<file path="config.mk">
export PLATFORM = sky130hd
export DESIGN_NAME = chan_irq_hub
export DESIGN_NICKNAME = d
export VERILOG_FILES = /design/src/rtl/irq_hub_pkg.sv /design/src/rtl/irq_hub_chan.sv /design/src/rtl/irq_hub_regs.sv /design/src/rtl/chan_irq_hub.sv
export SDC_FILE = /design/constraint.sdc
export NUM_CORES = 1
export LEC_CHECK = 0
export ABC_AREA = 1
export BUFFER_PORTS_ARGS = -buffer_cell sky130_fd_sc_hd__buf_4
export CAP_MARGIN = 20
export CORE_ASPECT_RATIO = 0.6
export CORE_MARGIN = 2
export CORE_UTILIZATION = 35
export CTS_CLUSTER_SIZE = 24
export DETAILED_ROUTE_END_ITERATION = 12
export HOLD_SLACK_MARGIN = 0.12
export PLACE_DENSITY = 0.57
export REMOVE_ABC_BUFFERS = 1
export SETUP_SLACK_MARGIN = 0.2
export SLEW_MARGIN = 20
export SYNTH_ARGS = -nofsm -noshare
export SYNTH_HDL_FRONTEND = slang
export SYNTH_HIERARCHICAL = 1
export SYNTH_SLANG_ARGS = --single-unit
</file>
<file path="constraint.sdc">
create_clock -name clk -period 2.9 [get_ports clk]
set_clock_uncertainty 0.05 [all_clocks]
set_input_delay 0.58 -clock clk [delete_from_list [all_inputs] [get_ports clk]]
set_output_delay 0.58 -clock clk [all_outputs]
set_load 0.02 [all_outputs]
</file>
<file path="src/rtl/irq_hub_pkg.sv">
package irq_hub_pkg;

  localparam int unsigned ADDR_W = 5;
  localparam int unsigned BYTE_W = 8;

  localparam logic [ADDR_W-1:0] OFS_PEND  = 5'h10;
  localparam logic [ADDR_W-1:0] OFS_OPER  = 5'h11;
  localparam logic [ADDR_W-1:0] OFS_IEN   = 5'h12;
  localparam logic [ADDR_W-1:0] OFS_INDEX = 5'h16;
  localparam logic [ADDR_W-1:0] OFS_CABLE = 5'h17;

  localparam int unsigned OP_RST_BIT = 0;
  localparam int unsigned OP_GIE_BIT = 2;

  typedef enum logic [1:0] {
    SRC_OVF  = 2'd0,
    SRC_CMP  = 2'd1,
    SRC_CYBW = 2'd2,
    SRC_IDX  = 2'd3
  } flag_src_e;

  // Event condition decoded from the two active-low flag pins.
  function automatic logic flag_event(flag_src_e src, logic f1_n, logic f2_n);
    logic ev;
    case (src)
      SRC_OVF: ev = !f1_n || !f2_n;
      default: ev = !f1_n;
    endcase
    return ev;
  endfunction

  // Active-low cable status: 0 only for an enabled, faulted channel.
  function automatic logic [BYTE_W-1:0] cable_status(logic [BYTE_W-1:0] en_n,
                                                     logic [BYTE_W-1:0] fault);
    return ~(~en_n & fault);
  endfunction

endpackage

</file>
<file path="src/rtl/irq_hub_chan.sv">
module irq_hub_chan
  import irq_hub_pkg::*;
(
  input  logic       clk,
  input  logic       rst_n,
  input  logic       flg1_n,
  input  logic       flg2_n,
  input  logic [1:0] src,
  input  logic       en,
  input  logic       clr,
  output logic       evt_rise,
  output logic       pend
);

  logic evt;
  logic evt_q;
  logic pend_q;

  assign evt      = flag_event(flag_src_e'(src), flg1_n, flg2_n);
  assign evt_rise = evt && !evt_q;
  assign pend     = pend_q;

  always_ff @(posedge clk or negedge rst_n) begin
    if (!rst_n) begin
      evt_q  <= 1'b0;
      pend_q <= 1'b0;
    end else begin
      evt_q <= evt;
      if (evt_rise && en)
        pend_q <= 1'b1;
      else if (clr)
        pend_q <= 1'b0;
    end
  end

  // a new pending bit needs the enable in the cycle it was set
  a_r4_set_needs_enable: assert property (@(posedge clk) disable iff (!rst_n)
    $rose(pend) |-> $past(en));

  // pending holds until a clear
  a_r3_sticky: assert property (@(posedge clk) disable iff (!rst_n)
    (pend && !clr) |=> pend);

  // a clear with no new edge empties the bit
  a_r5_clear_empties: assert property (@(posedge clk) disable iff (!rst_n)
    (clr && !evt_rise) |=> !pend);

endmodule

</file>
<file path="src/rtl/irq_hub_regs.sv">
module irq_hub_regs
  import irq_hub_pkg::*;
#(
  parameter int unsigned NCH = 8
) (
  input  logic              clk,
  input  logic              rst_n,
  input  logic [ADDR_W-1:0] addr,
  input  logic              wr,
  input  logic [BYTE_W-1:0] wdata,
  input  logic [NCH-1:0]    pend,
  input  logic [NCH-1:0]    idx_lvl,
  input  logic [NCH-1:0]    cbl_fault,
  output logic [BYTE_W-1:0] rdata,
  output logic [NCH-1:0]    ien,
  output logic              op_rst,
  output logic              op_gie,
  output logic              clr_all
);

  logic [NCH-1:0] ien_q;
  logic [NCH-1:0] cbl_en_n_q;
  logic           op_rst_q;
  logic           op_gie_q;

  logic [BYTE_W-1:0] pend_b, idx_b, fault_b, en_n_b, ien_b, oper_b;

  assign clr_all = wr && (addr == OFS_OPER);
  assign ien     = ien_q;
  assign op_rst  = op_rst_q;
  assign op_gie  = op_gie_q;

  always_ff @(posedge clk or negedge rst_n) begin
    if (!rst_n) begin
      ien_q      <= '0;
      cbl_en_n_q <= '1;
      op_rst_q   <= 1'b0;
      op_gie_q   <= 1'b0;
    end else if (wr) begin
      case (addr)
        OFS_OPER: begin
          op_rst_q <= wdata[OP_RST_BIT];
          op_gie_q <= wdata[OP_GIE_BIT];
        end
        OFS_IEN:   ien_q      <= wdata[NCH-1:0];
        OFS_CABLE: cbl_en_n_q <= wdata[NCH-1:0];
        default: ;
      endcase
    end
  end

  // Widen channel vectors to a byte; unused upper channels read as absent.
  always_comb begin
    pend_b  = '0;
    idx_b   = '0;
    fault_b = '0;
    en_n_b  = '1;
    ien_b   = '0;
    oper_b  = '0;
    pend_b[NCH-1:0]  = pend;
    idx_b[NCH-1:0]   = idx_lvl;
    fault_b[NCH-1:0] = cbl_fault;
    en_n_b[NCH-1:0]  = cbl_en_n_q;
    ien_b[NCH-1:0]   = ien_q;
    oper_b[OP_RST_BIT] = op_rst_q;
    oper_b[OP_GIE_BIT] = op_gie_q;
  end

  always_comb begin
    case (addr)
      OFS_PEND:  rdata = pend_b;
      OFS_OPER:  rdata = oper_b;
      OFS_IEN:   rdata = ien_b;
      OFS_INDEX: rdata = idx_b;
      OFS_CABLE: rdata = cable_status(en_n_b, fault_b);
      default:   rdata = '0;
    endcase
  end

  // writes to read-only offsets leave the stored controls alone
  a_r11_ro_write_ignored: assert property (@(posedge clk) disable iff (!rst_n)
    (wr && (addr == OFS_PEND || addr == OFS_INDEX))
      |=> ($stable(ien_q) && $stable(cbl_en_n_q) && $stable(op_rst_q) && $stable(op_gie_q)));

  // unmapped reads return 0
  a_r11_unmapped_zero: assert property (@(posedge clk) disable iff (!rst_n)
    (addr != OFS_PEND && addr != OFS_OPER && addr != OFS_IEN &&
     addr != OFS_INDEX && addr != OFS_CABLE) |-> (rdata == '0));

  // a write to the operation register lands in the next cycle
  a_r7_oper_write: assert property (@(posedge clk) disable iff (!rst_n)
    clr_all |=> (op_rst_q == $past(wdata[OP_RST_BIT]) && op_gie_q == $past(wdata[OP_GIE_BIT])));

endmodule

</file>
<file path="src/rtl/chan_irq_hub.sv">
module chan_irq_hub
  import irq_hub_pkg::*;
#(
  parameter int unsigned NCH = 8
) (
  input  logic              clk,
  input  logic              rst_n,
  input  logic [ADDR_W-1:0] bus_addr,
  input  logic              bus_wr,
  input  logic [BYTE_W-1:0] bus_wdata,
  output logic [BYTE_W-1:0] bus_rdata,
  input  logic [NCH-1:0]    flg1_n,
  input  logic [NCH-1:0]    flg2_n,
  input  logic [2*NCH-1:0]  flg_src,
  input  logic [NCH-1:0]    index_lvl,
  input  logic [NCH-1:0]    cable_fault,
  output logic              cnt_reset,
  output logic              irq
);

  localparam int unsigned SRC_W = 2;

  logic [NCH-1:0] pend_vec;
  logic [NCH-1:0] rise_vec;
  logic [NCH-1:0] ien;
  logic           op_gie;
  logic           clr_all;

  irq_hub_regs #(.NCH(NCH)) u_regs (
    .clk       (clk),
    .rst_n     (rst_n),
    .addr      (bus_addr),
    .wr        (bus_wr),
    .wdata     (bus_wdata),
    .pend      (pend_vec),
    .idx_lvl   (index_lvl),
    .cbl_fault (cable_fault),
    .rdata     (bus_rdata),
    .ien       (ien),
    .op_rst    (cnt_reset),
    .op_gie    (op_gie),
    .clr_all   (clr_all)
  );

  for (genvar c = 0; c < NCH; c++) begin : g_chan
    irq_hub_chan u_chan (
      .clk      (clk),
      .rst_n    (rst_n),
      .flg1_n   (flg1_n[c]),
      .flg2_n   (flg2_n[c]),
      .src      (flg_src[SRC_W*c +: SRC_W]),
      .en       (ien[c]),
      .clr      (clr_all),
      .evt_rise (rise_vec[c]),
      .pend     (pend_vec[c])
    );
  end

  assign irq = op_gie && (|pend_vec);

  // a clearing write with no enabled edge leaves the line low afterwards
  a_r5_clear_drops_irq: assert property (@(posedge clk) disable iff (!rst_n)
    (clr_all && !(|(rise_vec & ien))) |=> !irq);

  // the interrupt never rises while the function is off
  a_r6_irq_gated: assert property (@(posedge clk) disable iff (!rst_n)
    $rose(irq) |-> op_gie);

  // a disabled channel never contributes a new pending bit
  a_r4_disabled_quiet: assert property (@(posedge clk) disable iff (!rst_n)
    (ien == '0 && !irq && !clr_all) |=> $stable(pend_vec));

endmodule

</file>
* After elaboration in Yosys (flattened, before gate mapping)
Cells that the tools add are included.
** Storage, ports and cells
- Output and inout port bits :: 10
- Register bits after elaboration :: 34
** Cells by class
- Equal/unequal tests :: 5
- Bitwise gates (word level) :: 3
- Mux-type cells :: 18
- Reduce and logical (&&, ||, !) cells :: 70
** Operators by type and width (number)
- 8-bit one-hot mux with 5 select lines :: 1
- 5-bit equality test, second input constant :: 5
- 1-bit logical NOT :: 24
- 1-bit logical AND :: 18
- 1-bit 2-to-1 mux :: 17
- 2-bit logical NOT :: 8
- 8-bit NOT :: 2
- 2-bit nonzero test :: 8
- 8-bit bitwise AND :: 1
- 1-bit logical OR :: 8
- 8-bit OR reduction :: 1
- 2-bit AND reduction :: 3

* Longest topological paths before layout
Gate-level depths: netlist (run 1).
- Depth after elaboration :: 6
- Depth in mapped cells :: 8
- Depth with buffers taken out :: 8

* By module
The synthesis (run 1) kept the hierarchy.
** Modules (own cells, without submodules)
- irq_hub_regs :: area an instance 1223.7 µm², cells each 163, times used 1
- irq_hub_chan :: area an instance 97.6 µm², cells each 12, times used 8
- chan_irq_hub :: area an instance 33.8 µm², cells each 9, times used 1

* Worst setup path before layout (run 1)
Ideal clock, no wire load.
- Path kind :: input to output
- Start :: input bus_addr[3]
- End :: output bus_rdata[2]
- Setup slack :: 964 ps
- Stages :: 7
- Data required time :: 2270 ps
- Data arrival time :: 1306 ps
- Cells stage by stage :: inv_1 -> nand2_1 -> nor2_4 -> nand2_1 -> nor2_1 -> nor2_1 -> nand2_1
** On the way
- Word-level cells in the longest chain between the ends :: 2
- Elaborated cells between the ends (all ways) :: 6
- Classes of those cells :: 5 x eq/ne; 1 x mux
** RTL lines
- from (decl) :: line chan_irq_hub.sv:8 : input logic [ADDR_W-1:0] bus_addr,
- 5-bit equality test :: line irq_hub_regs.sv:70 : case (addr)
- 8-bit one-hot mux with 5 select lines * :: line irq_hub_regs.sv:70
- to (decl) :: line chan_irq_hub.sv:11 : output logic [BYTE_W-1:0] bus_rdata,
Mark *: on every way between the ends. The rest lies on a longest branch, timed or not.

* Final worst setup path (run 1)
- Start :: input bus_addr[3]
- End :: output bus_rdata[1]
Same word-level chain as after synthesis.

==> impl_metrics.csv, run 1 <==
group,metric,value,unit
status,outcome,"complete, no violations",
clock_network,cts_made_buffers,5,
setup_path,r2r_start,"u_regs/cbl_en_n_q[2]",
clock_network,cts_setup_buffers,0,
setup_path,path_buf_inv,3,
setup_path,worstSetupEndpointType,"output port",
detailed_routing,totalWireLength,4.585,mm
global_routing,grt_first_pass_wirelength,7.610,mm
floorplan,die_x,101.5,um
place,dp.cells,411,
layout,nets,402,
global_routing,grt_pass1_vias,1682,
detailed_routing,drc_errors,0,
flow_run,maxCapViolations,0,
pwr,power.leakage,1.447,nW
place,gp_congestion,0.8061,
layout,diodes,0,
pwr,power_frac_seq,49.9,%
pwr,switchingPower,0.4085,mW
sta,drv_slew,0,
setup_path,path_cells,"buf_4 -> inv_1 -> nand3_4 -> nor2_1 -> nand2_1 -> nand4_1 -> buf_4",
layout,fillers,572,
pwr,comb_power_share,22.5,%
pwr,clkPwrFrac,27.6,%
floorplan,core_area,5544,um^2
pwr,powerDensity,491.3,nW/um^2
layout,design_area,2719,um^2
setup_path,worst-path-max-fanout,8,
sta,fmax,430.7,MHz
floorplan,fp-row-count,21,
setup_path,criticalPathCategory,"input pin to output port",
layout,syn_to_final_growth,36.07,%
floorplan,die-area,6349,um^2
setup_path,critical-path-slowest-cell,"nor2_1",
logic_synthesis,synth.cell_area,1998,um^2
hold_path,hold_path.class,"input pin to asynchronous set/reset pin",
setup_path,cp_slowest_stage_delay,0.33,ns
detailed_routing,drtPass1Iterations,4,
logic_synthesis,ys_warn_count,6,
layout,final_util,49.04,%
pwr,swShare,30.59,%
detailed_routing,vias,1769,
pwr,peakVddDrop,0.0002327,V
clock_network,cts_tree,"built",
clock_network,cts.sinks,34,
clock_network,root_buffer,"clkbuf_8",
sta,fin_tns_setup,0,ns
floorplan,start_util,36.04,%
setup_path,critPathLaunch,"bus_addr[3]",
sta,post-route-period-util,80.06,%
setup_path,r2r_end,"u_regs/cbl_en_n_q[2]",
detailed_routing,drtIter0Drc,63,
floorplan,die_y,62.53,um
detailed_routing,drt.antenna.violating_nets,0,
global_routing,grt_antenna_before_repair,0,
layout,layoutNonFillerInstCount,419,
setup_path,crit_top_cell,"buf_4",
setup_path,critPathArrivalTime,1.69,ns
sta,finalHoldViolCount,0,
detailed_routing,drt-wirelength-per-cell,10.94,um
setup_path,cp-start-kind,"input pin",
clock_network,clk_pin_slew,0.07,ns
sta,max_slew.worst_pin.slew,0.5832,ns
clock_network,h-tree-depth,2,
logic_synthesis,netlist_instances,260,
place,place_area,2624,um^2
setup_path,cpLargestDelayFamily,"simple AND/OR/NAND/NOR gates",
logic_synthesis,avgSynthCellArea,7.685,um^2
sta,rsz0062_at_grt,"false",
floorplan,io_pins,74,
pwr,intPower,0.9271,mW
clock_network,worstSkewPairLatency,0.29,ns
sta,period_needed,2.322,ns
sta,setup_viol,0,
setup_path,regToRegSetupSlack,2.11,ns
clock_network,hold_buffers,0,
clock_network,cts_resized,0,
global_routing,grt_usage,15.34,%
place,place_hpwl,3.662,mm
sta,relSlewSlack,60.98,%
global_routing,overflow,0,
layout,ff_latch_area,860.8,um^2
layout,drive_above_1_share,39.53,%
layout,multiInputGateArea,912.1,um^2
setup_path,reg2regPathDepth,2,
setup_path,worstPathRequired,2.27,ns
detailed_routing,viasPerCell,4.222,
clock_network,clockBufferDepth,2,
global_routing,grt_max_degree,35,
place,port_buffers,73,
[stage by stage]
| stage | worst slack, ns | hold slack [ns] | total power, mW |
|---|---|---|---|
| 2_1_floorplan | 0.9637 | 0.2344 | 0.8317 |
| 3_3_place_gp | 0.6179 | 0.4138 | 0.9751 |
| 3_5_place_dp | 0.5946 | 0.4134 | 0.9808 |
| 4_1_cts | 0.5952 | 0.1961 | 1.361 |
| 5_1_grt | 0.4660 | 0.2118 | 1.427 |
| 6_report | 0.5781 | 0.1798 | 1.336 |
[power by group through the flow]
| stage | clock network, mW | registers [mW] | logic, mW |
|---|---|---|---|
| after detailed placement | 0 | 0.676 | 0.305 |
| after global routing | 0.407 | 0.681 | 0.339 |
| after CTS | 0.387 | 0.668 | 0.305 |
| after floorplan | 0 | 0.654 | 0.177 |
| final | 0.369 | 0.666 | 0.300 |
| after global placement | 0 | 0.676 | 0.299 |
[cells in the final DEF (no fill, tap or decap)]
cell        instances
buf_4              73
nand2_1            70
inv_1              54
nor2_1             33
dfrtp_1            26
o21ai_2            16
nand2_2            13
nand3_2             9
nand4_1             8
dfstp_2             8
clkbuf_8            6
nand3_1             6
nor3_1              6
nor2_4              2
nand2_4             2
o21ai_1             2
clkinv_2            1
clkinvlp_4          1
nand3b_2            1
nand3_4             1
nor2_8              1
[layout make-up]
class / instances / share of cell area (%)
Clock inverter: 2 / 0.4602
Multi-Input combinational cell: 170 / 33.55
Tap cell: 80 / 3.682
Clock buffer: 6 / 3.037
Sequential cell: 34 / 31.66
Inverter: 54 / 7.455
Timing Repair Buffer: 73 / 20.16
[metal layers]
| metal | vias to the layer above | wire (um) | GRT usage (%) | share of wire, % |
|---|---|---|---|---|
| met5 | - | 0 | 0 | 0 |
| li1 | 942 | - | - | - |
| met3 | 8 | 304 | 3.691 | 6.6 |
| met1 | 763 | 2254 | 21.66 | 49 |
| met2 | 56 | 1975 | 23.19 | 43 |
| met4 | 0 | 51 | 4.561 | 1.1 |
[worst max path at each step]
stage,end,cells past startpoint,slack [ns]
after floorplan,bus_rdata[2],7,0.96
after global placement,bus_rdata[1],7,0.62
after detailed placement,bus_rdata[1],7,0.59
after CTS,bus_rdata[1],7,0.60
after global routing,bus_rdata[0],7,0.47
final,bus_rdata[1],7,0.58
[flip-flops by register name, summed over array words and instances (netlist names)]
signal               count
g_chan.u_chan/evt_q      8
g_chan.u_chan/pend       8
u_regs/cbl_en_n_q        8
u_regs/ien               8
u_regs/op_gie            1
u_regs/op_rst            1
No activity file was read; power rests on OpenSTA's default activity.
==> run 2, diff against run 1 <==
--- a/config.mk
+++ b/config.mk
@@ -14,7 +14,7 @@
 export CTS_CLUSTER_SIZE = 24
 export DETAILED_ROUTE_END_ITERATION = 12
 export HOLD_SLACK_MARGIN = 0.12
-export PLACE_DENSITY = 0.57
+export PLACE_DENSITY = 0.59
 export REMOVE_ABC_BUFFERS = 1
 export SETUP_SLACK_MARGIN = 0.2
 export SLEW_MARGIN = 20
==> constraint.sdc (replaced) <==
create_clock -name clk -period 1.9 [get_ports clk]
set_clock_uncertainty 0.05 [all_clocks]
set_input_delay 0.38 -clock clk [delete_from_list [all_inputs] [get_ports clk]]
set_output_delay 0.38 -clock clk [all_outputs]
set_load 0.02 [all_outputs]
==> impl_metrics.csv, run 2 (synthesis gave the netlist of run 1 again) <==
group,metric,value,unit
setup_path,worst-path-max-fanout,5,
floorplan,io_pins,74,
floorplan,fp-row-count,21,
sta,setup_viol,0,
floorplan,die_x,101.5,um
sta,fin_hold_ws,0.2155,ns
layout,final_util,53.33,%
layout,syn_to_final_growth,47.97,%
layout,fillers,550,
place,port_buffers,73,
floorplan,start_util,36.04,%
setup_path,worstSetupEndpointType,"output port",
layout,layout_commonest_cell,"buf_4",
clock_network,clockBufferDepth,2,
sta,rsz0062_at_grt,"true",
clock_network,cts.sinks,34,
sta,post-route-period-util,89.90,%
pwr,switchingPower,0.6511,mW
clock_network,worstSkewPairLatency,0.29,ns
hold_path,min_from,"flg1_n[0]",
detailed_routing,drt-wirelength-per-cell,11.94,um
global_routing,grt_usage,17.52,%
setup_path,cp_slowest_stage_delay,0.28,ns
setup_path,path_cells,"buf_4 -> nor2_1 -> nand4_1 -> nand2_1 -> nor2_1 -> nand2_1 -> buf_6",
clock_network,root_buffer,"clkbuf_8",
place,place_hpwl,3.827,mm
pwr,powerDensity,714.1,nW/um^2
global_routing,grt_pass1_vias,1869,
setup_path,critical-path-slowest-cell,"nor2_1",
sta,period_needed,1.708,ns
detailed_routing,totalWireLength,5.172,mm
floorplan,core_area,5544,um^2
setup_path,r2r_start,"u_regs/cbl_en_n_q[7]",
detailed_routing,viasPerCell,4.413,
global_routing,grt_first_pass_wirelength,8.666,mm
sta,max_slew.worst_pin.slew,0.4497,ns
setup_path,cpLargestDelayFamily,"simple AND/OR/NAND/NOR gates",
clock_network,cts_tree,"built",
layout,nets,416,
sta,fmax,585.5,MHz
pwr,peakVddDrop,0.0003180,V
flow_run,maxCapViolations,0,
place,gp_congestion,0.8504,
pwr,power.leakage,1.558,nW
layout,diodes,0,
global_routing,grt_antenna_before_repair,0,
global_routing,overflow,0,
sta,relSlewSlack,70.02,%
clock_network,cts_made_buffers,5,
clock_network,clk_pin_slew,0.07,ns
setup_path,criticalPathCategory,"input pin to output port",
global_routing,grt_max_degree,35,
detailed_routing,drtIter0Drc,71,
hold_path,hold_path.class,"input pin to register",
floorplan,die-area,6349,um^2
floorplan,die_y,62.53,um
layout,final_cell_mix,"73 x buf_4, 67 x nand2_1, 51 x inv_1",
detailed_routing,drt.antenna.violating_nets,0,
status,outcome,"complete, no violations",
setup_path,cp-start-kind,"input pin",
detailed_routing,drc_errors,0,
pwr,power_frac_seq,48.2,%
sta,finalHoldViolCount,0,
pwr,comb_power_share,25.3,%
clock_network,h-tree-depth,2,
detailed_routing,drtPass1Iterations,4,
sta,drv_slew,0,
setup_path,critPathArrivalTime,1.28,ns
pwr,intPower,1.460,mW
pwr,clkPwrFrac,26.6,%
sta,fin_tns_setup,0,ns
pwr,swShare,30.84,%
setup_path,critPathLaunch,"bus_addr[1]",
pwr,power,2.111,mW
detailed_routing,vias,1911,
setup_path,worstPathRequired,1.47,ns
layout,drive_above_1_share,45.61,%
setup_path,path_buf_inv,2,
## run 2: cell types whose count changed in the layout (fill, tap and decap cells not counted), moves of 2 or more
cell | previous run | this run
nand2_1 | 70 | 67
inv_1 | 54 | 51
nand2_4 | 2 | 5
nor3_2 | 0 | 5
nor2_2 | 0 | 3
nor2_1 | 33 | 30
buf_8 | 0 | 2
buf_6 | 0 | 11
nor3_1 | 6 | 1
## run 2: final timing paths
kind | endpoint | slack (ns) | cells after the start
worst min register to register | u_regs/cbl_en_n_q[4] | 0.43 | 2
worst max-delay path | bus_rdata[2] | 0.19 | 7
worst max register to register | u_regs/cbl_en_n_q[7] | 1.02 | 3
max in group asynchronous | u_regs/cbl_en_n_q[0] | 0.92 | 2
min in group asynchronous | g_chan[7].u_chan/evt_q | 0.52 | 2
worst min-delay path | g_chan[0].u_chan/evt_q | 0.22 | 2
## run 2: repair_timing
item,4_1_cts,5_1_grt
endpoints found under the hold margin,26,0
buffers inserted,6,3
resized for setup,21,18
endpoints found under the setup margin,8,9
pin swaps,14,9
hold buffers,1,0
## run 2: layout make-up
cell class / count / area (um^2) / area share (%)
clock buffer: 6 / 82.58 / 2.793
clock inverter: 2 / 12.51 / 0.4232
inverter: 54 / 212.7 / 7.194
multi-input combinational: 170 / 975.9 / 33.01
sequential: 34 / 860.8 / 29.12
tap: 80 / 100.1 / 3.386
timing repair buffer: 87 / 711.9 / 24.08
## run 2: through the flow
step	instances	worst slack (ns)	cell area, um^2
after floorplan	258	0.3637	1976
after global placement	415	0.07705	2654
after detailed placement	415	0.04633	2654
after CTS	430	0.2073	2867
after global routing	433	0.1400	2957
final	433	0.1920	2957
## run 2: power by group through the flow
stage | registers [mW] | logic [mW] | clock network, mW
global placement | 1.03 | 0.460 | 0
CTS | 1.02 | 0.503 | 0.581
floorplan | 0.999 | 0.271 | 0
global route | 1.04 | 0.603 | 0.620
detailed placement | 1.03 | 0.473 | 0
finish | 1.02 | 0.533 | 0.561
## run 2: routing by layer
metal,vias to the layer above,global-route usage (%),wire length [um]
li1,971,-,-
met4,0,4.561,30
met3,4,4.586,297
met1,883,24.46,2410
met5,-,0,0
met2,53,26.89,2433
==> run 3, diff against run 2 <==
--- a/config.mk
+++ b/config.mk
@@ -14,7 +14,7 @@
 export CTS_CLUSTER_SIZE = 24
 export DETAILED_ROUTE_END_ITERATION = 12
 export HOLD_SLACK_MARGIN = 0.12
-export PLACE_DENSITY = 0.59
+export PLACE_DENSITY = 0.61
 export REMOVE_ABC_BUFFERS = 1
 export SETUP_SLACK_MARGIN = 0.2
 export SLEW_MARGIN = 20
==> constraint.sdc (replaced) <==
create_clock -name clk -period 1.9 [get_ports clk]
set_clock_uncertainty 0.05 [all_clocks]
set_input_delay 0.285 -clock clk [delete_from_list [all_inputs] [get_ports clk]]
set_output_delay 0.285 -clock clk [all_outputs]
set_load 0.02 [all_outputs]
==> impl_metrics.csv, run 3 (synthesis gave the netlist of run 1 again) <==
group,metric,value,unit
global_routing,overflow,0,
global_routing,grt_pass1_vias,1775,
floorplan,io_pins,74,
setup_path,criticalPathCategory,"register to output port",
clock_network,cts_tree,"built",
layout,ff_latch_area,860.8,um^2
global_routing,grt_usage,16.05,%
floorplan,die_y,62.53,um
layout,diodes,0,
layout,layoutNonFillerInstCount,430,
clock_network,clk_pin_slew,0.07,ns
sta,fmax,617.5,MHz
layout,nets,413,
layout,drive_above_1_share,40.29,%
place,port_buffers,73,
layout,fillers,575,
sta,period_needed,1.620,ns
floorplan,fp-row-count,21,
clock_network,clockBufferDepth,2,
clock_network,cts.sinks,34,
global_routing,grt_first_pass_wirelength,8.010,mm
floorplan,die_x,101.5,um
sta,post-route-period-util,85.24,%
floorplan,start_util,36.04,%
setup_path,worst-path-max-fanout,2,
place,pre_cts_ws,0.2712,ns
sta,finalHoldViolCount,0,
setup_path,worstPathRequired,1.56,ns
layout,final_cell_mix,"79 x buf_4, 70 x nand2_1, 53 x inv_1",
place,gp_congestion,0.7801,
status,outcome,"complete, no violations",
layout,multiInputGateArea,917.1,um^2
detailed_routing,drc_errors,0,
sta,setup_viol,0,
sta,fin_tns_setup,0,ns
layout,layout_commonest_cell,"buf_4",
flow_run,maxCapViolations,0,
detailed_routing,totalWireLength,4.813,mm
detailed_routing,drtIter0Drc,122,
sta,relSlewSlack,70.95,%
floorplan,die-area,6349,um^2
pwr,power,2.001,mW
detailed_routing,vias,1836,
detailed_routing,drt-wirelength-per-cell,11.19,um
clock_network,cts_made_buffers,5,
clock_network,h-tree-depth,2,
pwr,power.leakage,1.496,nW
pwr,peakVddDrop,0.0002417,V
sta,fin_ws,0.2805,ns
clock_network,root_buffer,"clkbuf_8",
pwr,powerDensity,712.4,nW/um^2
detailed_routing,drt.antenna.violating_nets,0,
hold_path,hold_path.class,"input pin to register",
global_routing,grt_max_degree,35,
floorplan,core_area,5544,um^2
sta,max_slew.worst_pin.slew,0.4358,ns
setup_path,cp-start-kind,"register",
clock_network,worstSkewPairLatency,0.28,ns
setup_path,critPathArrivalTime,1.28,ns
place,dp.cells,413,
detailed_routing,drtPass1Iterations,4,
layout,syn_to_final_growth,40.58,%
place,place_hpwl,3.659,mm
sta,rsz0062_at_grt,"true",
sta,drv_slew,0,
setup_path,worstSetupEndpointType,"output port",
detailed_routing,viasPerCell,4.270,
global_routing,grt_antenna_before_repair,0,
## run 3: cell count changes in the layout (fill, tap and decap cells not counted), sizes merged
cell         previous run  this run
clkbuf                  6         8
dlygate4sd3             1         3
clkinvlp                1         0
buf                    86        81
clkinv                  1         0
## run 3: area by class of cell
class | instances | share of cell area, %
Clock buffer | 8 | 2.851
Sequential cell | 34 | 30.65
Inverter | 54 | 7.216
Timing Repair Buffer | 84 | 23.07
Multi-Input combinational cell | 170 | 32.65
Tap cell | 80 | 3.563
## run 3: final timing paths
path | start | endpoint | slack (ns) | depth (start not counted)
setup reg to reg | u_regs/cbl_en_n_q[0] | u_regs/cbl_en_n_q[0] | 1.05 | 3
hold / removal | flg1_n[6] | g_chan[6].u_chan/evt_q | 0.13 | 2
setup / recovery | u_regs/cbl_en_n_q[0] | bus_rdata[0] | 0.28 | 5
min in group asynchronous | rst_n | g_chan[6].u_chan/evt_q | 0.44 | 2
hold reg to reg | u_regs/cbl_en_n_q[7] | u_regs/cbl_en_n_q[7] | 0.43 | 2
max in group asynchronous | rst_n | u_regs/cbl_en_n_q[0] | 1.02 | 2
## run 3: repair_timing
item | in CTS | in global routing
buffers inserted | 0 | 6
pin swaps | 0 | 6
setup endpoints to repair | 1 | 6
hold buffers | 1 | 2
resized for setup | 1 | 1
endpoints found under the hold margin | 26 | 2
## run 3: critical path, stage by stage, from the launching register on
cell and delay, ns:
dfstp_2 0.53, nor2_1 0.04, nor3_1 0.15, nor2_1 0.08, nand2_1 0.07, buf_4 0.14
## run 3: metal layers
layer,track usage [%],wire length (um),vias up
li1,-,-,968
met1,23.61,2302,802
met2,23.52,2127,64
met3,3.915,366,2
met4,4.054,16,0
met5,0,0,-
## run 3: stage by stage
stage | instance area (um^2) | hold slack (ns) | utilization (%)
CTS | 2734 | 0.1236 | 49.31
detailed placement | 2639 | 0.2175 | 47.60
global placement | 2639 | 0.2126 | 47.60
floorplan | 1976 | -0.06059 | -
finish | 2809 | 0.1323 | 50.67
global route | 2809 | 0.1201 | 50.67
## run 3: where the power goes
group / switching (mW) / internal (mW)
clock network: 0.245 / 0.260
registers: 0.117 / 0.896
logic: 0.239 / 0.244
